**src/rtl/cmp_timer_wdog.sv**
```systemverilog
module cmp_timer_wdog #(
  parameter int NCH     = 6,
  parameter int WDOG_CH = 5,
  parameter int AW      = 8,
  parameter int DW      = 32
) (
  input  logic          clk,
  input  logic          rst_n,
  input  logic          tick_en,
  input  logic [AW-1:0] bus_addr,
  input  logic          bus_we,
  input  logic [DW-1:0] bus_wdata,
  output logic [DW-1:0] bus_rdata,
  output logic [NCH-1:0] irq,
  output logic          rst_req
);

  localparam logic [AW-1:0] A_CNT   = AW'(8'h00);
  localparam logic [AW-1:0] A_MATCH = AW'(8'h08);
  localparam logic [AW-1:0] A_IEN   = AW'(8'h24);
  localparam logic [AW-1:0] A_WDEN  = AW'(8'h28);
  localparam logic [AW-1:0] A_STAT  = AW'(8'h2C);
  localparam logic [AW-1:0] A_LATCH = AW'(8'h30);
  localparam logic [AW-1:0] A_SNAP  = AW'(8'h34);
  localparam logic [AW:0]   A_MEND  = (AW+1)'(8 + 4*NCH);

  logic [DW-1:0]  cnt, snap;
  logic [DW-1:0]  match [NCH];
  logic [NCH-1:0] ien, stat, hit, msel, stat_clr;
  logic           wden, fired, fire;
  logic [AW-1:0]  moff;
  logic           in_match;

  assign moff     = bus_addr - A_MATCH;
  assign in_match = (bus_addr >= A_MATCH) && ({1'b0, bus_addr} < A_MEND) && (bus_addr[1:0] == 2'b00);

  for (genvar n = 0; n < NCH; n++) begin : g_ch
    assign msel[n] = in_match && (moff[AW-1:2] == (AW-2)'(n));
    assign hit[n]  = (cnt == match[n]);
    always_ff @(posedge clk or negedge rst_n)
      if (!rst_n)                 match[n] <= '0;
      else if (bus_we && msel[n]) match[n] <= bus_wdata;
  end

  assign stat_clr = (bus_we && bus_addr == A_STAT) ? bus_wdata[NCH-1:0] : '0;
  assign fire     = wden && ien[WDOG_CH] && hit[WDOG_CH] && !fired;
  assign irq      = stat & ien;

  always_ff @(posedge clk or negedge rst_n) begin
    if (!rst_n) begin
      cnt     <= '0;
      snap    <= '0;
      ien     <= '0;
      wden    <= 1'b0;
      stat    <= '0;
      fired   <= 1'b0;
      rst_req <= 1'b0;
    end else begin
      cnt     <= cnt + DW'(tick_en);
      stat    <= (stat & ~stat_clr) | hit;
      rst_req <= fire;
      fired   <= (bus_we && msel[WDOG_CH]) ? 1'b0 : (fired || fire);
      if (bus_we && bus_addr == A_IEN)                 ien  <= bus_wdata[NCH-1:0];
      if (bus_we && bus_addr == A_WDEN)                wden <= bus_wdata[0];
      if (bus_we && bus_addr == A_LATCH && bus_wdata[0]) snap <= cnt;
    end
  end

  always_comb begin
    bus_rdata = '0;
    for (int n = 0; n < NCH; n++)
      if (msel[n]) bus_rdata = match[n];
    case (bus_addr)
      A_CNT:   bus_rdata = cnt;
      A_IEN:   bus_rdata[NCH-1:0] = ien;
      A_WDEN:  bus_rdata[0] = wden;
      A_STAT:  bus_rdata[NCH-1:0] = stat;
      A_SNAP:  bus_rdata = snap;
      default: ;
    endcase
  end

  a_r2_hold_without_tick: assert property (@(posedge clk) disable iff (!rst_n)
    !tick_en |=> $stable(cnt));
  a_r4_match_sets_status: assert property (@(posedge clk) disable iff (!rst_n)
    ((hit[0] || hit[NCH-1] || hit != '0)) |=> (($past(hit) & ~stat) == '0));
  a_r4_status_sticky: assert property (@(posedge clk) disable iff (!rst_n)
    (stat != '0) |=> ((($past(stat) & ~$past(stat_clr)) & ~stat) == '0));
  a_r7_single_pulse: assert property (@(posedge clk) disable iff (!rst_n)
    rst_req |=> !rst_req);
  a_r8_needs_arm: assert property (@(posedge clk) disable iff (!rst_n)
    rst_req |-> $past(wden && ien[WDOG_CH] && hit[WDOG_CH]));

endmodule

```
**config.mk**
```make
export PLATFORM = sky130hd
export DESIGN_NAME = cmp_timer_wdog
export DESIGN_NICKNAME = d
export VERILOG_FILES = /design/src/rtl/cmp_timer_wdog.sv
export SDC_FILE = /design/constraint.sdc
export NUM_CORES = 1
export LEC_CHECK = 0
export ABC_CLOCK_PERIOD_IN_PS = 9700
export BUFFER_PORTS_ARGS = -buffer_cell sky130_fd_sc_hd__buf_2
export CAP_MARGIN = 20
export CORE_MARGIN = 1
export CORE_UTILIZATION = 60
export CTS_BUF_LIST = sky130_fd_sc_hd__clkbuf_2 sky130_fd_sc_hd__clkbuf_4 sky130_fd_sc_hd__clkbuf_8
export CTS_CLUSTER_SIZE = 14
export DETAILED_ROUTE_END_ITERATION = 12
export PLACE_DENSITY = 0.79
export SYNTH_ARGS = -nofsm -noshare
export SYNTH_HDL_FRONTEND = slang
export SYNTH_SLANG_ARGS = --single-unit
```
**constraint.sdc**
```tcl
create_clock -name clk -period 9.7 [get_ports clk]
set_input_delay 0.97 -clock clk [delete_from_list [all_inputs] [get_ports clk]]
set_output_delay 0.97 -clock clk [all_outputs]
set_load 0.02 [all_outputs]
```
Yosys cells after proc, flatten, opt, wreduce, memory -nomap -nowiden
Cells that the tools add are included.

word-level totals
  register bits = 271
  bits of input ports = 44
  output and inout bits = 39
  logic and storage cells = 75

operators by class
  $add $sub $neg = 2
  magnitude comparators = 2
  equal/unequal tests = 16
  multiplexer cells = 11
  bitwise operators = 4
  reductions and logical operators = 27

operator list
  cell                                                                          count
  32-bit == test                                                                6
  32-bit 2-to-1 mux                                                             6
  26-bit case mux with 2 select lines                                           1
  8-bit by 6-bit == test with 1-bit output, second input constant               5
  32-bit by 1-bit adder with 32-bit output                                      1
  1-bit logical AND                                                             22
  5-bit case mux with 4 select lines                                            1
  6-bit AND                                                                     2
  6-bit by 2-bit == test with 1-bit output, second input constant               2
  6-bit by 3-bit == test with 1-bit output, second input constant               2
  8-bit by 4-bit >= comparator with 1-bit output, second input constant         1
  8-bit logical NOT                                                             1
  8-bit by 6-bit less-than comparator with 1-bit output, second input constant  1
  8-bit by 4-bit subtractor with 8-bit output, second input constant            1
  6-bit by 1-bit == test with 1-bit output, second input constant               1
  6-bit logical NOT                                                             1
  6-bit 2-to-1 mux                                                              1
  6-bit NOT                                                                     1
  6-bit bitwise OR                                                              1
  1-bit case mux with 5 select lines                                            1
  2-bit logical NOT                                                             1
  1-bit logical NOT                                                             1
  1-bit logical OR                                                              1
  1-bit 2-to-1 mux                                                              1

Logic depth before layout (Yosys ltp)
  word-level depth = 11
  mapped depth = 11
  depth with buffers taken out = 6

Worst setup path after synthesis
No wires, ideal clock.

  kind = input-to-output
  start point = input port bus_addr[3]
  end point = output port bus_rdata[12]
  arrival time = 3,598 ps
  data required time = 8,730 ps
  path slack = 5,132 ps
  cell stages on the path = 10
  buffers on the path = 4
  path through = clkbuf_1 > buf_1 > inv_1 > ha_1 > clkbuf_1 > or3b_2 > nor4_4 > clkbuf_1 > a222oi_1 > nand3_1

between the ends
  longest elaborated chain between the ends = 11
  elaborated cells between the ends (all ways) = 26
  those cells by class = 1 x add/sub; 2 x order compare; 6 x eq/ne; 7 x mux; 10 x reduce/logical

ends and longest elaborated chain
  what                                                                                  RTL line  text
  from (decl)                                                                           10        input logic [AW-1:0] bus_addr,
  branches (longest 10 deep; another with 8-bit by 4-bit subtractor with 8-bit output)  --
  26-bit case mux with 2 select lines *                                                 73        case (bus_addr)
  to (decl)                                                                             13        output logic [DW-1:0] bus_rdata,

Mark *: on every way between the ends.

Final worst setup path
  start point = input port bus_addr[2]
  end point = output port bus_rdata[19]

The elaborated chain is that of the path after synthesis.

==> results_tabular.tex <==
\begin{tabular}{lr}
\hline
Metric & Value \\
\hline
\multicolumn{2}{l}{\textbf{STA}} \\
Worst Slack Setup Final & 4.96 ns \\
Clock Skews & 0.0172 ns \\
Fin crit share & 48.8\% \\
Hold Fails Final Rpt & 0 \\
Tightest slew margin relative to the limit & 24.2\% \\
RSZ-0062 raised after global routing & false \\
Max-slew violations & 0 \\
Highest clock frequency the design can meet & 211 MHz \\
Final critical path time including I/O delays and setup & 4.74 ns \\
Total Neg Setup Slack & 0 ns \\
Final-report setup violation count & 0 \\
Slew @ Worst Pin & 1.14 ns \\
\multicolumn{2}{l}{\textbf{Setup path}} \\
Category of the worst setup path capture point & output pin \\
Terminus of the critical flop-to-flop path & cnt[29]\$\_DFF\_PN0\_ \\
Worst reg-to-reg path cell count & 4 \\
Beginning of the critical path & bus\_addr[2] \\
Classification of the worst setup path & in -> out \\
Worst endpoint required time & 8.73 ns \\
Crit path arrival time & 3.77 ns \\
Start of the worst register-to-register path & cnt[2]\$\_DFF\_PN0\_ \\
Setup crit start kind & input pin \\
CP Max Fanout & 53 \\
Worst R2R Setup Slack & 6.91 ns \\
\multicolumn{2}{l}{\textbf{Clock tree}} \\
Clk sink count & 271 \\
CTS tree & done \\
Cell at the root of the clock tree & sky130\_fd\_sc\_hd\_\_clkbuf\_8 \\
\# H-tree levels & 2 \\
\# hold bufs at CTS & 0 \\
Clock network latency to the later pin of the worst-skew pair & 0.57 ns \\
Clock transition at the register clock pins on the worst setup and hold paths after CTS & 0.06 ns \\
Maximum number of buffers from clock root to sink & 3 \\
Count of instances resized after the clock tree is built & 0 \\
Post CTS Setup Buffer Count & 0 \\
CTS buffer count & 46 \\
\multicolumn{2}{l}{\textbf{Layout}} \\
Synth-to-layout area growth & 10.6\% \\
Most common cell after layout, fill and taps aside & sky130\_fd\_sc\_hd\_\_dfrtp\_1 \\
Most frequent cells in the layout & sky130\_fd\_sc\_hd\_\_dfrtp\_1 (271), sky130\_fd\_sc\_hd\_\_mux2\_2 (211), sky130\_fd\_sc\_hd\_\_xor2\_1 (206), sky130\_fd\_sc\_hd\_\_buf\_2 (81), sky130\_fd\_sc\_hd\_\_clkbuf\_8 (57) \\
Number of nets in the layout & 1343 \\
Share of final-layout standard cells stronger than drive strength 1 & 32.4\% \\
Register Area & 6780 um2 \\
Util after Layout & 68.3\% \\
Layout fillers & 1754 \\
Final antenna diode count & 0 \\
Area of combinational cells with multiple inputs & 7440 um2 \\
\multicolumn{2}{l}{\textbf{Drt}} \\
ANT nets after route & 0 \\
Detailed-route DRC error count & 0 \\
Detailed-route wire length per cell & 27.2 um \\
Sum of routed wire length over all layers & 44800 um \\
Vias after detailed routing & 11000 \\
Per-cell via count in the routed design & 6.68 \\
Number of detailed-routing iterations run before antenna repair & 7 \\
1st-iter DRT viols & 1310 \\
\multicolumn{2}{l}{\textbf{Logic synthesis}} \\
Fraction of the mapped netlist area in compound gates & 7.74\% \\
Number of warnings printed during yosys synthesis & 0 \\
Arithmetic-cell share of the synthesized area counting full adders, half adders and majority gates & 0.256\% \\
Most common flop cell mapped by yosys & sky130\_fd\_sc\_hd\_\_dfrtp\_1 \\
Number of different library cells in the post-synthesis netlist & 51 \\
Sequential cell area fraction in the yosys report & 46.2\% \\
Fraction of synthesized cell area in xor and xnor cells & 13.3\% \\
Synthesized-area fraction occupied by and/or/nand/nor cells & 8.57\% \\
Post-synth EDFFs & 0 \\
Share of flip-flops with an asynchronous set or reset after synthesis & 100\% \\
Number of instances in the synthesized netlist & 1246 \\
Post-synth net total & 1293 \\
Combinational family with the most area after synthesis & multiplexers \\
Portion of netlist area occupied by mux cells & 20.7\% \\
Synthesized area per cell & 11.8 um2 \\
Post-Syn Area & 14700 um2 \\
Seq cells post-synth & 271 \\
\multicolumn{2}{l}{\textbf{Floorplanning}} \\
Horizontal die dimension & 158 um \\
Die ar. & 25100 um2 \\
IO Pins & 83 \\
Die Ht & 158 um \\
Initial Utilization & 61.8\% \\
Placeable Area & 23800 um2 \\
Standard-cell rows & 56 \\
\multicolumn{2}{l}{\textbf{GRT}} \\
Total overflow reported by the global router & 0 \\
Overall global routing resource usage & 36.8\% \\
Maximum number of pins on one net before global-route repair & 132 \\
Global-route wire length before repair & 67000 um \\
Vias in the first global route & 10800 \\
Antenna violations before repair & 1 \\
\multicolumn{2}{l}{\textbf{Job}} \\
Number of max-cap violations & 0 \\
\multicolumn{2}{l}{\textbf{Run status}} \\
Result of the run & completed \\
\multicolumn{2}{l}{\textbf{Power}} \\
Part of the power in the clock network & 40.6\% \\
Peak VDD IR & 111 uV \\
Combinational share of power & 11.1\% \\
Overall power of the completed layout & 2.65 mW \\
Share of total power consumed by net switching & 28.1\% \\
Share of power burned in registers & 48.3\% \\
Leakage & 8.52 nW \\
Switching pwr & 0.744 mW \\
Internal Dissipation & 1.90 mW \\
PD cells & 163 nW/um2 \\
\multicolumn{2}{l}{\textbf{Placement}} \\
Count of port buffers added during placement & 82 \\
Post-DP HPWL & 30200 um \\
Pre-CTS setup slack & 5.02 ns \\
Final GP Congestion & 0.999 \\
\multicolumn{2}{l}{\textbf{Hold path}} \\
Hold crit path type & in -> async \\
\hline
\end{tabular}
[worst max-delay path, stage by stage]
cell	delay [ns]
sky130_fd_sc_hd__buf_2	0.10
sky130_fd_sc_hd__buf_4	0.32
sky130_fd_sc_hd__or4_1	0.65
sky130_fd_sc_hd__nor2_2	0.78
sky130_fd_sc_hd__buf_4	0.45
sky130_fd_sc_hd__a222oi_1	0.16
sky130_fd_sc_hd__nand3_1	0.14
sky130_fd_sc_hd__buf_2	0.17
[final cells by class]
cell class | count | area share [%]
tap | 319 | 2.46
timing repair buffer | 98 | 3.41
multi-input combinational | 858 | 45.9
sequential | 271 | 41.8
inverter | 21 | 0.486
clock inverter | 3 | 0.0926
clock buffer | 79 | 5.86
[registers in the layout, indices dropped and copies added, names as in the netlist]
name,cells
wden,1
stat,6
rst_req,1
fired,1
ien,6
cnt,32
match,192
snap,32
[cell families (layout without fill, tap and decap cells)]
family	count (synthesis)	count (layout)
AO/OA/AOI/OAI	150	150
XOR/XNOR	222	222
adder cells (fa/ha/maj)	3	3
buffers and inverters	117	201
flip-flops	271	271
multiplexers	259	259
AND/OR/NAND/NOR	224	224
[synth_stat cells, types with 4 or more instances]
cell type / number / area, um2
sky130_fd_sc_hd__nor4_1: 55 / 344
sky130_fd_sc_hd__xnor2_1: 16 / 140
sky130_fd_sc_hd__dfrtp_1: 271 / 6780
sky130_fd_sc_hd__nand3_1: 34 / 170
sky130_fd_sc_hd__clkbuf_1: 55 / 206
sky130_fd_sc_hd__o211ai_1: 24 / 180
sky130_fd_sc_hd__nor2_1: 13 / 48.8
sky130_fd_sc_hd__nor3_1: 14 / 70.1
sky130_fd_sc_hd__o21ai_0: 46 / 230
sky130_fd_sc_hd__buf_2: 8 / 40.0
sky130_fd_sc_hd__nand4_1: 23 / 144
sky130_fd_sc_hd__o22a_1: 24 / 210
sky130_fd_sc_hd__xor2_1: 206 / 1800
sky130_fd_sc_hd__mux2_1: 8 / 90.1
sky130_fd_sc_hd__mux4_2: 4 / 90.1
sky130_fd_sc_hd__and2_1: 9 / 56.3
sky130_fd_sc_hd__o2bb2ai_1: 6 / 52.6
sky130_fd_sc_hd__buf_1: 29 / 109
sky130_fd_sc_hd__a222oi_1: 27 / 270
sky130_fd_sc_hd__a211o_1: 5 / 43.8
sky130_fd_sc_hd__or4_1: 6 / 45.0
sky130_fd_sc_hd__inv_1: 21 / 78.8
sky130_fd_sc_hd__mux2i_1: 12 / 120
sky130_fd_sc_hd__mux2_4: 24 / 360
sky130_fd_sc_hd__a22oi_1: 4 / 30.0
sky130_fd_sc_hd__mux2_2: 211 / 2380
sky130_fd_sc_hd__o221ai_1: 4 / 35.0
sky130_fd_sc_hd__nand2_1: 48 / 180
[how the worst max path moves through the flow]
stage / cells after the start / to / slack [ns]
after global routing: 8 / bus_rdata[19] / 4.89
final: 8 / bus_rdata[19] / 4.96
after global placement: 8 / match[126]$_DFFE_PN0P_ / 5.10
after CTS: 8 / bus_rdata[19] / 5.02
after detailed placement: 8 / bus_rdata[19] / 5.02
after floorplan: 10 / bus_rdata[12] / 5.13
[through the flow]
stage,instances,hold slack [ns],cell area (um2)
CTS,1648,0.451,16200
floorplan,1246,0.402,14700
global placement,1566,0.425,15200
finish,1649,0.428,16200
global route,1649,0.474,16200
detailed placement,1566,0.446,15200
[power groups by stage]
| stage | registers (mW) | logic (mW) | clock network, mW |
|---|---|---|---|
| floorplan | 1.23 | 0.211 | 0 |
| global placement | 1.29 | 0.281 | 0 |
| detailed placement | 1.30 | 0.283 | 0 |
| CTS | 1.28 | 0.287 | 1.08 |
| global route | 1.28 | 0.312 | 1.14 |
| finish | 1.28 | 0.294 | 1.08 |
[layer usage]
layer  routed length [um]  up-vias  GRT usage [%]
li1                     -     4640              -
met1                17800     5610           48.2
met2                20200      629           56.6
met3                 4520      135           9.34
met4                 2320        2           18.9
met5                   13        -              0
(Power assumes the default switching activity.)
